<file path="src/rtl/pmc_pkg.sv">
package pmc_pkg;
    localparam int REG_W = 8;

    // Bit positions software relies on
    localparam int POS_BAUD = 7;
    localparam int POS_GF1  = 3;
    localparam int POS_GF0  = 2;
    localparam int POS_STOP = 1;
    localparam int POS_IDLE = 0;

    typedef enum logic [1:0] {
        PM_RUN   = 2'd0,
        PM_ARMED = 2'd1,
        PM_IDLE  = 2'd2,
        PM_STOP  = 2'd3
    } pm_state_t;

    typedef struct packed {
        logic baud;
        logic gf1;
        logic gf0;
        logic stop;
        logic idle;
    } pwr_bits_t;

    function automatic logic [REG_W-1:0] pack_bits(input pwr_bits_t b);
        logic [REG_W-1:0] v;
        v = '0;
        v[POS_BAUD] = b.baud;
        v[POS_GF1]  = b.gf1;
        v[POS_GF0]  = b.gf0;
        v[POS_STOP] = b.stop;
        v[POS_IDLE] = b.idle;
        return v;
    endfunction

    function automatic pwr_bits_t unpack_bits(input logic [REG_W-1:0] v);
        pwr_bits_t b;
        b.baud = v[POS_BAUD];
        b.gf1  = v[POS_GF1];
        b.gf0  = v[POS_GF0];
        b.stop = v[POS_STOP];
        b.idle = v[POS_IDLE];
        return b;
    endfunction
endpackage

</file>
<file path="src/rtl/pmc_regfile.sv">
module pmc_regfile
    import pmc_pkg::*;
#(
    parameter int ADDR_W   = 8,
    parameter int REG_ADDR = 'h87
) (
    input  logic                 clk,
    input  logic                 rst_n,
    input  logic                 wdog_rst,
    input  logic [ADDR_W-1:0]    sfr_addr,
    input  logic                 sfr_wr,
    input  logic [REG_W-1:0]     sfr_wdata,
    input  logic                 wr_block,
    input  logic                 clr_idle,
    output pwr_bits_t            bits_q,
    output pwr_bits_t            bits_nx,
    output logic [REG_W-1:0]     sfr_rdata
);
    localparam logic [ADDR_W-1:0] HIT_ADDR = ADDR_W'(REG_ADDR);

    logic addr_hit;
    logic wr_hit;

    assign addr_hit = (sfr_addr == HIT_ADDR);
    assign wr_hit   = sfr_wr && addr_hit && !wr_block;

    // Value the register takes at the next edge (before wake clearing)
    always_comb begin
        if (wr_hit) bits_nx = unpack_bits(sfr_wdata);
        else        bits_nx = bits_q;
    end

    always_ff @(posedge clk or negedge rst_n) begin
        if (!rst_n) begin
            bits_q <= '0;
        end else if (wdog_rst) begin
            bits_q <= '0;
        end else begin
            bits_q <= bits_nx;
            if (clr_idle) bits_q.idle <= 1'b0;
        end
    end

    assign sfr_rdata = addr_hit ? pack_bits(bits_q) : '0;

    // watchdog pulse leaves every stored bit at zero
    p_wdog_clears_r9: assert property (@(posedge clk) disable iff (!rst_n)
        wdog_rst |=> (bits_q == '0));

    // while halted and not waking, stored bits do not move
    p_frozen_halted_r10: assert property (@(posedge clk) disable iff (!rst_n)
        (wr_block && !clr_idle && !wdog_rst) |=> $stable(bits_q));
endmodule

</file>
<file path="src/rtl/pmc_fsm.sv">
module pmc_fsm
    import pmc_pkg::*;
(
    input  logic      clk,
    input  logic      rst_n,
    input  logic      wdog_rst,
    input  logic      instr_done,
    input  logic      irq_wake,
    input  logic      req_idle,
    input  logic      req_stop,
    output logic      halt,
    output logic      clr_idle
);
    pm_state_t state_q, state_nx;

    always_ff @(posedge clk or negedge rst_n) begin
        if (!rst_n)        state_q <= PM_RUN;
        else if (wdog_rst) state_q <= PM_RUN;
        else               state_q <= state_nx;
    end

    always_comb begin
        state_nx = state_q;
        unique case (state_q)
            PM_RUN, PM_ARMED: begin
                if (instr_done) begin
                    if (req_stop)      state_nx = PM_STOP;
                    else if (req_idle) state_nx = PM_IDLE;
                    else               state_nx = PM_RUN;
                end else if (req_stop || req_idle) begin
                    state_nx = PM_ARMED;
                end else begin
                    state_nx = PM_RUN;
                end
            end
            PM_IDLE: if (irq_wake) state_nx = PM_RUN;
            PM_STOP: state_nx = PM_STOP;
            default: state_nx = PM_RUN;
        endcase
    end

    always_comb begin
        halt     = 1'b0;
        clr_idle = 1'b0;
        unique case (state_q)
            PM_IDLE: begin
                halt     = 1'b1;
                clr_idle = irq_wake;
            end
            PM_STOP:  halt = 1'b1;
            default:  halt = 1'b0;
        endcase
    end

    // stop is only left through the watchdog
    p_stop_holds_r7: assert property (@(posedge clk) disable iff (!rst_n)
        (state_q == PM_STOP && !wdog_rst) |=> (state_q == PM_STOP));

    // an interrupt in idle returns to run
    p_idle_wakes_r6: assert property (@(posedge clk) disable iff (!rst_n)
        (state_q == PM_IDLE && irq_wake && !wdog_rst) |=> (state_q == PM_RUN));
endmodule

</file>
<file path="src/rtl/pwr_mode_ctl.sv">
module pwr_mode_ctl
    import pmc_pkg::*;
#(
    parameter int ADDR_W   = 8,
    parameter int REG_ADDR = 'h87
) (
    input  logic              clk,
    input  logic              rst_n,
    input  logic              wdog_rst,
    input  logic [ADDR_W-1:0] sfr_addr,
    input  logic              sfr_wr,
    input  logic [7:0]        sfr_wdata,
    output logic [7:0]        sfr_rdata,
    input  logic              instr_done,
    input  logic              irq_wake,
    output logic              halt,
    output logic              baud_dbl,
    output logic [1:0]        gp_flag
);
    pwr_bits_t bits_q, bits_nx;
    logic      clr_idle;

    pmc_regfile #(.ADDR_W(ADDR_W), .REG_ADDR(REG_ADDR)) u_reg (
        .clk       (clk),
        .rst_n     (rst_n),
        .wdog_rst  (wdog_rst),
        .sfr_addr  (sfr_addr),
        .sfr_wr    (sfr_wr),
        .sfr_wdata (sfr_wdata),
        .wr_block  (halt),
        .clr_idle  (clr_idle),
        .bits_q    (bits_q),
        .bits_nx   (bits_nx),
        .sfr_rdata (sfr_rdata)
    );

    pmc_fsm u_fsm (
        .clk        (clk),
        .rst_n      (rst_n),
        .wdog_rst   (wdog_rst),
        .instr_done (instr_done),
        .irq_wake   (irq_wake),
        .req_idle   (bits_nx.idle),
        .req_stop   (bits_nx.stop),
        .halt       (halt),
        .clr_idle   (clr_idle)
    );

    assign baud_dbl = bits_q.baud;
    assign gp_flag  = {bits_q.gf1, bits_q.gf0};

    // halt only rises right after an instruction completes
    p_halt_needs_done_r4: assert property (@(posedge clk) disable iff (!rst_n)
        $rose(halt) |-> $past(instr_done));

    // with stop set while halted, an interrupt keeps the core halted
    p_stop_wins_r8: assert property (@(posedge clk) disable iff (!rst_n)
        (halt && bits_q.stop && irq_wake && !wdog_rst) |=> halt);
endmodule

</file>
<file path="config.mk">
export PLATFORM = sky130hd
export DESIGN_NAME = pwr_mode_ctl
export DESIGN_NICKNAME = d
export VERILOG_FILES = /design/src/rtl/pmc_pkg.sv /design/src/rtl/pmc_regfile.sv /design/src/rtl/pmc_fsm.sv /design/src/rtl/pwr_mode_ctl.sv
export SDC_FILE = /design/constraint.sdc
export NUM_CORES = 1
export LEC_CHECK = 0
export ABC_CLOCK_PERIOD_IN_PS = 4600
export BUFFER_PORTS_ARGS = -buffer_cell sky130_fd_sc_hd__buf_4
export CORE_AREA = 8 8 45 47
export CTS_CLUSTER_SIZE = 20
export DETAILED_ROUTE_END_ITERATION = 16
export DIE_AREA = 0 0 53 55
export GPL_TIMING_DRIVEN = 0
export PLACE_DENSITY_LB_ADDON = 0.15
export SLEW_MARGIN = 0
export SYNTH_ARGS = -nofsm -noshare
export SYNTH_HDL_FRONTEND = slang
export SYNTH_SLANG_ARGS = --single-unit
</file>
<file path="constraint.sdc">
create_clock -name clk -period 4.6 [get_ports clk]
set_clock_uncertainty 0.2 [all_clocks]
set_input_delay 0.69 -clock clk [delete_from_list [all_inputs] [get_ports clk]]
set_output_delay 0.69 -clock clk [all_outputs]
set_load 0.01 [all_outputs]
</file>
# ---- Word-level counts from Yosys, hierarchy flattened
# Index checks and enable logic that the tools add are counted.
# W data, S select, Z words.
dict set report word_totals {
  regBits 7
  inputBits 22
  wordCells 32
  out_inout_bits 12
}
dict set report op_classes {
  reduce_logical 8
  mux 13
  eq_ne 5
}
# operator count
set op_table {}
lappend op_table {{$mux W2} 5}
lappend op_table {{$mux W5} 2}
lappend op_table {{$eq A8 B8 Y1 const B} 1}
lappend op_table {{$mux W8} 1}
lappend op_table {{$pmux W2 S3} 1}
lappend op_table {{$eq A2 B2 Y1 const B} 2}
lappend op_table {{$mux W1} 4}
lappend op_table {{$reduce_or A2 Y1} 2}
lappend op_table {{$ne A3 B3 Y1 const B} 1}
lappend op_table {{$eq A2 B1 Y1 const B} 1}
lappend op_table {{$logic_and A1 B1 Y1} 2}
lappend op_table {{$logic_not A2 Y1} 1}
lappend op_table {{$reduce_bool A2 Y1} 1}
lappend op_table {{$logic_not A1 Y1} 1}
lappend op_table {{$logic_or A1 B1 Y1} 1}

# ---- Longest topological paths before layout
dict set report logic_depth {
  word_depth 11
  mapped_depth 4
  depth_no_buf 4
}

# ---- Hierarchy
# A second synthesis with hierarchy kept.
dict set report unflattened {
  hier_cells 51
  hier_area_um2 540.5
}
# mod area_per_inst_um2 n_inst cells_per_inst seq_area_each_um2
set modules_own_cells {}
lappend modules_own_cells {pmc_regfile 430.4 1 40 125.1}
lappend modules_own_cells {pmc_fsm 110.1 1 11 50.0}

# ---- Worst setup path before layout
# No wires, ideal clock.
dict set report synth_timing {
  path_kind {input to output}
  from {input port sfr_addr[5]}
  to {output port sfr_rdata[0]}
  required_ns 3.710
  slack_ns 2.079
  n_path_buf 0
  arrival_ns 1.631
  stages 3
  cell_sequence {or4b_4 > nor2_1 > and2_1}
}
dict set report synth_between {
  elab_chain_len 2
}
# item line
set synth_lines {}
lappend synth_lines {{start: declaration} pwr_mode_ctl.sv:10} ;# input logic [ADDR_W-1:0] sfr_addr,
lappend synth_lines {{$eq A8 B8 Y1} pmc_regfile.sv:24} ;# assign addr_hit = (sfr_addr == HIT_ADDR);
lappend synth_lines {{$mux W8} pmc_regfile.sv:44} ;# assign sfr_rdata = addr_hit ? pack_bits(bits_q) : '0;
lappend synth_lines {{end: declaration} pwr_mode_ctl.sv:13} ;# output logic [7:0] sfr_rdata,
# Every way passes these cells.

# ---- Worst setup path in the final report
dict set report layout_timing {
  from {input port sfr_addr[5]}
  to {output port sfr_rdata[1]}
}
# Same word-level chain as after synthesis.

==> results.cfg <==
[global_route]
antenna_found_initial = 0
grt_start_max_net_pins = 8
grt_first_pass_wirelength_mm = 1.807
vias_in_the_first_global_route = 416
globalRoute.totalOverflow = 0
grt_util_all_layers_pct = 8.255

[cts]
count_of_instances_resized_after_the_clock_tree_is_built = 0
htree_num_levels = 1
root_buf_cell = clkbuf_4
number_of_buffers_inserted_by_hold_repair_at_cts = 0
clkTransAtPathRegs_ps = 60
clock_sinks = 7
clock_tree_from_tritoncts = yes
post_cts_setup_buffers = 0
maximum_clock_path_buffer_count = 2
tritoncts.num_buffers = 3
worst_skew_pair.late_latency_ps = 260

[floorplanning]
ios = 34
vert_die_dim_um = 55
initial_core_util_pct = 31.74
die-width_um = 53
fp-row-count = 14
die_area_um2 = 2915
core-area_um2 = 1384

[place]
dp_worst_setup_slack_ps = 1734
globalplace.congestion = 0.6556
port_buffers = 27

[synth]
synth.mux.area_fraction_pct = 12.54
synthXorXnorAreaFrac_pct = 0
yosysSeqAreaShare_pct = 39.89
yosys.cell_count.top_type = dfrtp_1
ys_seq_elements = 7
synth-compound-area-share_pct = 9.972
synth-edff-count = 0
synth_top_cell_by_area = dfrtp_1
yosys_warnings = 0
synth_top_family_by_area = simple AND/OR/NAND/NOR gates
basic_gate_share_of_the_synthesized_area_counting_and_or_nand_and_nor_cells_pct = 26.50
proportion_of_register_bits_with_asynchronous_set_or_reset_after_synthesis_pct = 100.0
synthesis.area_um2 = 439.2
synthCells = 42
synth_top_cell_area_share_pct = 39.89
synth_adder_area_share_pct = 0
yosys.cell_types.count = 20
syn_area_per_cell_um2 = 10.46
leading_register_cell_type_out_of_synthesis = dfrtp_1
ys_top_cells_by_count = 7 x dfrtp_1, 6 x nor2_1, 5 x and2_1, 5 x buf_4, 4 x mux2i_1
synth_area_leaders = dfrtp_1 40%, mux2i_1 9.1%, buf_4 8.5%

[power_and_ir_drop]
power.share.sequential_pct = 44.1
power_switching_w = 0.00003240
power-per-cell-area_nw_per_um2 = 201.4
pwr-share-clk_pct = 41.6
switching_share_pct = 23.12
leakage_nw = 0.3569
ir_worst_vdd_mv = 0.1095
comb_power_share_pct = 14.3
internal-power_w = 0.0001077

[timing]
post-route-period-util_pct = 61.91
report.final.setup_viol = 0
timing.final.hold_violations = 0
setup_slack_ps = 1752
timing.final.max_slew_violations = 0
min_period_ps = 2848
rsz0062_at_grt = no
fin_setup_tns_ps = 0
hold-worst-slack_ps = 33.43
fmaxAchievable_mhz = 351.2

[critical_path]
crit_start = sfr_addr[5]
critical_register_to_register_path_startpoint = u_fsm.state_q[1]$_DFFE_PN0P_
timing.critical_path.to_type = output port
cp_max_fo = 6
critical_path_class = primary input to output port
cp.required_ps = 3710
worst_ep_arrival_time_ps = 1960
critical_path_startpoint_category = primary input
ff2ff_setup_slack_ps = 2730

[flow_run]
max_cap_viol_count = 0

[detailed_routing]
average_detailed_routed_wire_length_per_instance_um = 12.67
drcViolationCount = 0
ant_nets = 0
route.vias.total = 409
dr_pass1_iterations = 4
drt-vias-per-instance = 4.495
routed_wl_mm = 1.153
1st_iter_drt_viols = 4

[status]
outcome = complete, no violations

[final_layout]
area_growth_pct = 58.40
layout_cell_share_with_drive_strength_beyond_1_pct = 53.33
utilization_after_layout_pct = 50.27
finalNetCount = 98
num_antenna_cells = 0
fill_cells = 137

[min_path]
worst_hold_path_type = primary input to asynchronous set/reset pin
-- flip-flops by register name, summed over array words and instances, names as in the netlist --
| register | flops |
|---|---|
| u_fsm.state_q | 2 |
| u_reg.bits_q | 5 |
-- worst max-delay path, cell delays in order --
cell and delay, ps:
buf_4 110, or4b_4 560, nor2_1 300, and2_1 190
buf_4 120
-- power groups by stage --
stage | combinational [W] | clock [W] | sequential [W]
final | 0.0000200 | 0.0000583 | 0.0000618
after global routing | 0.0000220 | 0.0000630 | 0.0000617
after floorplan | 0.00000591 | 0 | 0.0000629
after global placement | 0.0000199 | 0 | 0.0000629
after detailed placement | 0.0000201 | 0 | 0.0000629
after CTS | 0.0000201 | 0.0000599 | 0.0000618
-- cell type report --
cell class,count,area [um^2],share of cell area [%]
Tap cell,16,20.02,2.878
Sequential cell,7,175.2,25.18
Inverter,1,3.754,0.5396
Buffer,6,41.29,5.935
Clock buffer,4,26.28,3.777
Timing Repair Buffer,27,202.7,29.14
Multi-Input combinational cell,30,226.5,32.55
-- layout by cell type, fill, tap and decap left out --
cell       n
nand4b_1   1
conb_1     3
dfrtp_1    7
mux2_4     1
a311o_1    1
clkbuf_1   2
clkbuf_4   3
o221a_2    1
nor4_4     1
a22o_1     1
buf_4     32
nor3_1     1
o31a_1     1
a21oi_1    1
nor2_1     6
or4b_4     1
and2_1     5
nor2b_1    1
mux2i_1    4
and2_2     1
inv_1      1
-- through the flow --
stage | power, W | instances | area [um^2]
2_1_floorplan | 0.00006878 | 44 | 446.7
3_3_place_gp | 0.00008271 | 87 | 669.4
3_5_place_dp | 0.00008297 | 87 | 669.4
4_1_cts | 0.0001418 | 91 | 695.7
5_1_grt | 0.0001467 | 91 | 695.7
6_report | 0.0001401 | 91 | 695.7
-- metal layers --
metal  wire length (um)  vias up  GRT usage [%]
li1                   -      206              -
met1                457      182          8.682
met2                541       19          13.48
met3                138        2          3.476
met4                 14        0          5.172
met5                  0        -              0
-- cell families after synthesis --
| group | Yosys count |
|---|---|
| flops | 7 |
| simple gates | 17 |
| buf+inv | 7 |
| other cells | 1 |
| compound gates | 5 |
| mux | 5 |
-- path summary, 6_finish.rpt --
| check | cells after the start | end |
|---|---|---|
| max in group asynchronous | 1 | u_reg.bits_q[0]$_DFF_PN0_ |
| worst min-delay path | 1 | u_fsm.state_q[1]$_DFFE_PN0P_ |
| min in group clk | 2 | u_reg.bits_q[2]$_DFFE_PN0P_ |
| worst max register to register | 3 | u_fsm.state_q[1]$_DFFE_PN0P_ |
| worst max-delay path | 5 | sfr_rdata[1] |
| worst min register to register | 2 | u_reg.bits_q[2]$_DFFE_PN0P_ |
No activity file was read; power rests on OpenSTA's default activity.
